## config.mk

```make
export PLATFORM = sky130hd
export DESIGN_NAME = bitperm_pwm
export DESIGN_NICKNAME = d
export VERILOG_FILES = /design/src/rtl/pwmperm_pkg.sv /design/src/rtl/pwmperm_counter.sv /design/src/rtl/pwmperm_mapper.sv /design/src/rtl/pwmperm_cmp.sv /design/src/rtl/bitperm_pwm.sv
export SDC_FILE = /design/constraint.sdc
export NUM_CORES = 1
export LEC_CHECK = 0
export BUFFER_PORTS_ARGS = -buffer_cell sky130_fd_sc_hd__buf_4
export CAP_MARGIN = 20
export CORE_AREA = 4 4 62 64
export DETAILED_ROUTE_END_ITERATION = 16
export DIE_AREA = 0 0 66 68
export PLACE_DENSITY_LB_ADDON = 0.1
export SYNTH_ARGS = -nofsm -noshare
export SYNTH_HDL_FRONTEND = slang
export SYNTH_SLANG_ARGS = --single-unit
```

## constraint.sdc

```tcl
create_clock -name clk_i -period 4 [get_ports clk_i]
set_input_delay 0.2 -clock clk_i [delete_from_list [all_inputs] [get_ports clk_i]]
set_output_delay 0.2 -clock clk_i [all_outputs]
set_load 0.01 [all_outputs]
```

## src/rtl/pwmperm_pkg.sv

```systemverilog
package pwmperm_pkg;

    // Compare-word mapping applied to the frame counter
    typedef enum logic [1:0] {
        MAP_PLAIN  = 2'd0,
        MAP_BLKREV = 2'd1,
        MAP_ROTATE = 2'd2,
        MAP_FOLD   = 2'd3
    } pwm_map_e;

endpackage

```

## src/rtl/pwmperm_counter.sv

```systemverilog
module pwmperm_counter #(
    parameter int CNT_W = 10
) (
    input  logic             clk_i,
    input  logic             rst_ni,
    output logic [CNT_W-1:0] cnt_o,
    output logic             frame_end_o
);
    localparam logic [CNT_W-1:0] CNT_LAST = {CNT_W{1'b1}};

    typedef struct packed {
        logic [CNT_W-1:0] cnt;
    } cnt_state_t;

    cnt_state_t state_d, state_q;

    always_comb begin
        state_d     = state_q;
        state_d.cnt = state_q.cnt + 1'b1;
    end

    always_ff @(posedge clk_i) begin
        if (!rst_ni) begin
            state_q <= '0;
        end else begin
            state_q <= state_d;
        end
    end

    assign cnt_o       = state_q.cnt;
    assign frame_end_o = (state_q.cnt == CNT_LAST);

endmodule

```

## src/rtl/pwmperm_mapper.sv

```systemverilog
module pwmperm_mapper
    import pwmperm_pkg::*;
#(
    parameter int CNT_W    = 10,
    parameter int SEG_BITS = 4
) (
    input  logic [CNT_W-1:0] cnt_i,
    input  pwm_map_e         map_i,
    output logic [CNT_W-1:0] cmp_o
);
    localparam int LOW_W = CNT_W - SEG_BITS;

    logic [SEG_BITS-1:0] high_rev;
    logic [LOW_W-1:0]    low_bits;
    logic [LOW_W-1:0]    low_fold;

    assign low_bits = cnt_i[LOW_W-1:0];

    // Reverse the order of the top segment-select bits
    for (genvar g = 0; g < SEG_BITS; g++) begin : g_rev
        assign high_rev[g] = cnt_i[CNT_W-1-g];
    end

    // Fold the rotated bits around their most significant bit
    for (genvar g = 0; g < LOW_W - 1; g++) begin : g_fold
        assign low_fold[g] = low_bits[g] ^ low_bits[LOW_W-1];
    end
    assign low_fold[LOW_W-1] = low_bits[LOW_W-1];

    always_comb begin
        unique case (map_i)
            MAP_PLAIN:  cmp_o = cnt_i;
            MAP_BLKREV: cmp_o = {high_rev, low_bits};
            MAP_ROTATE: cmp_o = {low_bits, high_rev};
            MAP_FOLD:   cmp_o = {low_fold, high_rev};
            default:    cmp_o = cnt_i;
        endcase
    end

endmodule

```

## src/rtl/pwmperm_cmp.sv

```systemverilog
module pwmperm_cmp
    import pwmperm_pkg::*;
#(
    parameter int CNT_W = 10
) (
    input  logic             clk_i,
    input  logic             rst_ni,
    input  logic             frame_end_i,
    input  logic [CNT_W-1:0] duty_i,
    input  logic [1:0]       mode_i,
    input  logic [CNT_W-1:0] cmp_i,
    output logic [CNT_W-1:0] duty_o,
    output pwm_map_e         map_o,
    output logic             pwm_o
);
    typedef struct packed {
        logic [CNT_W-1:0] duty;
        pwm_map_e         map;
        logic             pwm;
    } cmp_state_t;

    cmp_state_t state_d, state_q;

    always_comb begin
        state_d     = state_q;
        state_d.pwm = (cmp_i < state_q.duty);
        if (frame_end_i) begin
            state_d.duty = duty_i;
            state_d.map  = pwm_map_e'(mode_i);
        end
    end

    always_ff @(posedge clk_i) begin
        if (!rst_ni) begin
            state_q.duty <= '0;
            state_q.map  <= MAP_PLAIN;
            state_q.pwm  <= 1'b0;
        end else begin
            state_q <= state_d;
        end
    end

    assign duty_o = state_q.duty;
    assign map_o  = state_q.map;
    assign pwm_o  = state_q.pwm;

endmodule

```

## src/rtl/bitperm_pwm.sv

```systemverilog
module bitperm_pwm
    import pwmperm_pkg::*;
#(
    parameter int CNT_W    = 10,
    parameter int SEG_BITS = 4
) (
    input  logic             clk_i,
    input  logic             rst_ni,
    input  logic [CNT_W-1:0] duty_i,
    input  logic [1:0]       mode_i,
    output logic             pwm_o
);
    logic [CNT_W-1:0] cnt_q;
    logic             frame_end;
    logic [CNT_W-1:0] cmp_val;
    logic [CNT_W-1:0] duty_q;
    pwm_map_e         map_q;

    pwmperm_counter #(.CNT_W(CNT_W)) u_counter (
        .clk_i       (clk_i),
        .rst_ni      (rst_ni),
        .cnt_o       (cnt_q),
        .frame_end_o (frame_end)
    );

    pwmperm_mapper #(.CNT_W(CNT_W), .SEG_BITS(SEG_BITS)) u_mapper (
        .cnt_i (cnt_q),
        .map_i (map_q),
        .cmp_o (cmp_val)
    );

    pwmperm_cmp #(.CNT_W(CNT_W)) u_cmp (
        .clk_i       (clk_i),
        .rst_ni      (rst_ni),
        .frame_end_i (frame_end),
        .duty_i      (duty_i),
        .mode_i      (mode_i),
        .cmp_i       (cmp_val),
        .duty_o      (duty_q),
        .map_o       (map_q),
        .pwm_o       (pwm_o)
    );

endmodule

```

==> impl.org <==
** Run status
- The run finished with clean final reports.

** GRT
- Pin count of the biggest net entering global routing :: 24
- The first global-routing pass estimated 4264 um of wire.
- Global routing usage summed across all routing layers :: 12.38%
- Via count of the first global-routing pass :: 941
- GRT met3 Usage :: 4.433%
- Global routing met2 resource utilization :: 19.27%
- After global routing the overflow that remains totals 0.
- After global routing, the most crowded layer is met2.
- Antenna violations before repair :: 0
- Met1 layer usage reported by global route :: 16.37%

** Synth
- FF+latch count, synth :: 23
- Synthesized instance count :: 143
- Post-synthesis cell type count :: 38
- Synthesized area per cell :: 9.773 um^2
- Netlist area before placement :: 1398 um^2
- Post-synthesis net count :: 168
- After synthesis, flip-flops and latches occupy 32.95% of the total area.
- Yosys printed 0 warnings.

** STA
- Setup slack of the critical path after layout :: 1.833 ns
- Final setup vio count :: 0
- Total count of hold-check failures in the final report :: 0
- Worst-Margin Slew :: 0.7798 ns
- Time the final worst path needs with I/O delays and setup :: 2.167 ns
- The worst path uses 54.17% of the clock period.
- Number of slew-limit violations in the final report :: 0
- Summed over all failing endpoints, the final setup total negative slack is 0 ns.
- Hold timing on the final database bottoms out at a slack of 0.1396 ns.
- In this run the tightest slew margin relative to its limit is 47.85%.
- Max Clock Freq :: 0.4615 GHz
- Worst clock skew :: 0.0009380 ns
- Setup repair after global routing missed its margin :: no

** Worst setup path
- CP Launch Type :: flip-flop
- Data on the critical path arrives at its endpoint at 2.39 ns.
- The setup check on the worst reg-to-reg path leaves a slack of 1.83 ns.
- Cell Chain, Critical Path :: mux2_2, o22ai_1, a21oi_1, ha_1, o2111ai_1, a31oi_1, nor4b_1
- Required time of the critical path :: 4.22 ns
- Counting cells, the worst reg-to-reg path comes to 7.
- CP bufs+invs :: 0
- Counting buffers and inverters, the worst setup path is 7 cells deep.
- The setup path with the least slack is of type reg -> reg.
- The worst setup path is captured at a flip-flop.
- Among cell families on the critical path, the largest total delay comes from flip-flops.
- Of all nets on the critical path, the largest fanout is 18.
- Highest cell delay on the worst timing path :: 0.71 ns
- Slowest cell on the critical path :: sky130_fd_sc_hd__dfxtp_1

** CTS
- For this design, the sink count on the clock tree is 23.
- Clock tree synthesis inserted a total of 3 buffers.
- Number of setup buffers added after CTS :: 0
- Insertion delay to the later sink of the worst-skew pair :: 0.31 ns
- CTS built an H-tree with a depth of 1.
- Clock-pin slew was measured on the worst setup and hold paths at 0.12 ns.
- TritonCTS built the clock tree.
- Number of hold buffers added after CTS :: 0
- Maximum clock path buffer count :: 2
- CTS placed an instance of sky130_fd_sc_hd__clkbuf_4 at the clock tree root.
- The number of gates resized after CTS was 0.

** Placed design
- Prior to clock tree synthesis, the placed netlist has a worst setup slack of 1.859 ns.
- Port buffering added 14 buffers.
- Global placement routability congestion :: 0.7561
- Detailed placement finished with a half-perimeter wire length of 1890 um.

** Power and ir drop
- Power density over cell area :: 247.9 nW/um^2
- Overall power consumption :: 0.3752 mW
- Worst supply voltage drop on vdd :: 137.5 uV
- Summed over all cells, the static leakage comes to 0.5685 nW.

** Floorplan
- Width of the die :: 66 um
- Measured along the y axis, the die boundary spans 68 um.
- Number of primary I/O pins :: 15
- Area inside the core boundary :: 3284 um^2
- The floorplan step defined a die boundary enclosing 4488 um^2.
- Number of placement rows :: 21
- For this configuration, the core starts out at a cell density of 42.55%.

** Layout
- Top library cells by usage in the layout, fill and taps aside :: sky130_fd_sc_hd__dfxtp_1 (23), sky130_fd_sc_hd__nor2b_1 (14), sky130_fd_sc_hd__buf_4 (14)
- Layout-stage area growth over the synthesis result :: 8.326%
- Utilization after layout :: 46.10%
- At the end of the flow, the number of nets in the layout was 179.
- Filler instances :: 347
- Antenna diodes :: 0
- The library cell used most frequently in the layout, excluding fill and tap cells, is sky130_fd_sc_hd__dfxtp_1.
- Cells with a size suffix above 1 make up 17.65% of the layout.

** Route
- Vias :: 971
- Number of nets with antenna violations after detailed routing :: 0
- Wire length after detailed routing :: 2512 um
- Post-route DRC :: 0
- Number of iterations in the first detailed-routing pass :: 4
- Initial drt markers :: 19
- Via-to-Cell Ratio :: 4.879
- Dividing the detail-routed wire length by the instance count gives 12.62 um.

** Job
- Max-capacitance violation count :: 0

** Worst hold path
- Worst hold stages :: 3
- Min-delay worst type :: in -> reg
[sequential cells by signal (all words and copies together), names as in the netlist]
signal and flops:
u_cmp.duty_o 10, u_counter.cnt_o 10, u_cmp.map_o 2, u_cmp.pwm_o 1
[area by class of cell]
class / instances / area (um^2) / area share, %
Multi-Input combinational cell: 101 / 823.3 / 54.38
Sequential cell: 23 / 460.4 / 30.41
Timing Repair Buffer: 14 / 105.1 / 6.942
Tap cell: 46 / 57.56 / 3.802
Inverter: 11 / 41.29 / 2.727
Clock buffer: 4 / 26.28 / 1.736
[final timing paths]
check                                                   start                       endpoint
worst max-delay path              u_cmp.map_o[1]$_SDFFE_PN0N_         u_cmp.pwm_o$_SDFF_PN0_
worst min-delay path                                duty_i[1]   u_cmp.duty_o[1]$_SDFFE_PN0N_
worst max register to register    u_cmp.map_o[1]$_SDFFE_PN0N_         u_cmp.pwm_o$_SDFF_PN0_
worst min register to register  u_counter.cnt_o[0]$_SDFF_PN0_  u_counter.cnt_o[0]$_SDFF_PN0_
[cell usage after synthesis]
cell	count	area [um^2]
sky130_fd_sc_hd__and2_1	7	43.79
sky130_fd_sc_hd__buf_6	3	33.78
sky130_fd_sc_hd__inv_1	11	41.29
sky130_fd_sc_hd__a31oi_1	1	6.260
sky130_fd_sc_hd__nor2_1	3	11.26
sky130_fd_sc_hd__a311o_1	1	10.01
sky130_fd_sc_hd__xor2_1	4	35.03
sky130_fd_sc_hd__mux2_2	6	67.56
sky130_fd_sc_hd__buf_4	1	7.510
sky130_fd_sc_hd__mux4_2	1	22.52
sky130_fd_sc_hd__mux2i_1	13	130.1
sky130_fd_sc_hd__clkbuf_1	3	11.26
sky130_fd_sc_hd__nor3_4	1	16.27
sky130_fd_sc_hd__ha_1	11	137.6
sky130_fd_sc_hd__a21boi_0	1	7.510
sky130_fd_sc_hd__nor4_1	1	6.260
sky130_fd_sc_hd__o22ai_1	2	12.51
sky130_fd_sc_hd__o21a_1	1	7.510
sky130_fd_sc_hd__nand3_2	1	10.01
sky130_fd_sc_hd__nand3_1	3	15.01
sky130_fd_sc_hd__nand4_1	1	6.260
sky130_fd_sc_hd__nand2b_1	1	6.260
sky130_fd_sc_hd__a32o_1	1	10.01
sky130_fd_sc_hd__dfxtp_1	23	460.4
sky130_fd_sc_hd__xnor2_1	3	26.28
sky130_fd_sc_hd__buf_12	1	20.02
sky130_fd_sc_hd__nand4_4	1	21.27
sky130_fd_sc_hd__nor3_1	1	5.000
sky130_fd_sc_hd__a21boi_1	1	7.510
sky130_fd_sc_hd__nor4b_1	1	8.760
sky130_fd_sc_hd__a211o_1	1	8.760
sky130_fd_sc_hd__o2111ai_1	1	8.760
sky130_fd_sc_hd__o21ai_0	5	25.02
sky130_fd_sc_hd__nand2_1	6	22.52
sky130_fd_sc_hd__or3_1	2	12.51
sky130_fd_sc_hd__nor2b_1	14	87.58
sky130_fd_sc_hd__a21oi_1	4	20.02
sky130_fd_sc_hd__o211ai_1	1	7.510
[through the flow]
step	cell area [um^2]	instances
after floorplan	1398	143
after global placement	1488	195
after detailed placement	1488	195
after CTS	1514	199
after global routing	1514	199
final	1514	199
[kinds of logic (layout without fill, tap and decap cells)]
kind of cell	count (synthesis)	count (layout)	share of synthesized area, %
compound gates	20	20	9.401
xor+xnor	7	7	4.387
fa+ha+maj	11	11	9.848
buf+inv	19	29	8.147
flops	23	23	32.95
mux	20	20	15.76
simple gates	43	43	19.52
[per-layer routing]
metal	wire length, um	vias up
met4	20	0
met3	106	2
li1	-	516
met5	0	-
met1	1232	438
met2	1153	15
[worst reg2reg max path: cells and delay by family (launching register included)]
family	cells	cell delay (ns)
AO/OA/AOI/OAI	4	0.46
adder cells (fa/ha/maj)	1	0.29
flip-flops	1	0.71
multiplexers	1	0.40
AND/OR/NAND/NOR	1	0.22
[power breakdown]
group / internal, mW / switching, mW
Combinational: 0.0198 / 0.0112
Clock: 0.0389 / 0.0678
Sequential: 0.233 / 0.00500
Power figures use the tool's default switching activity.
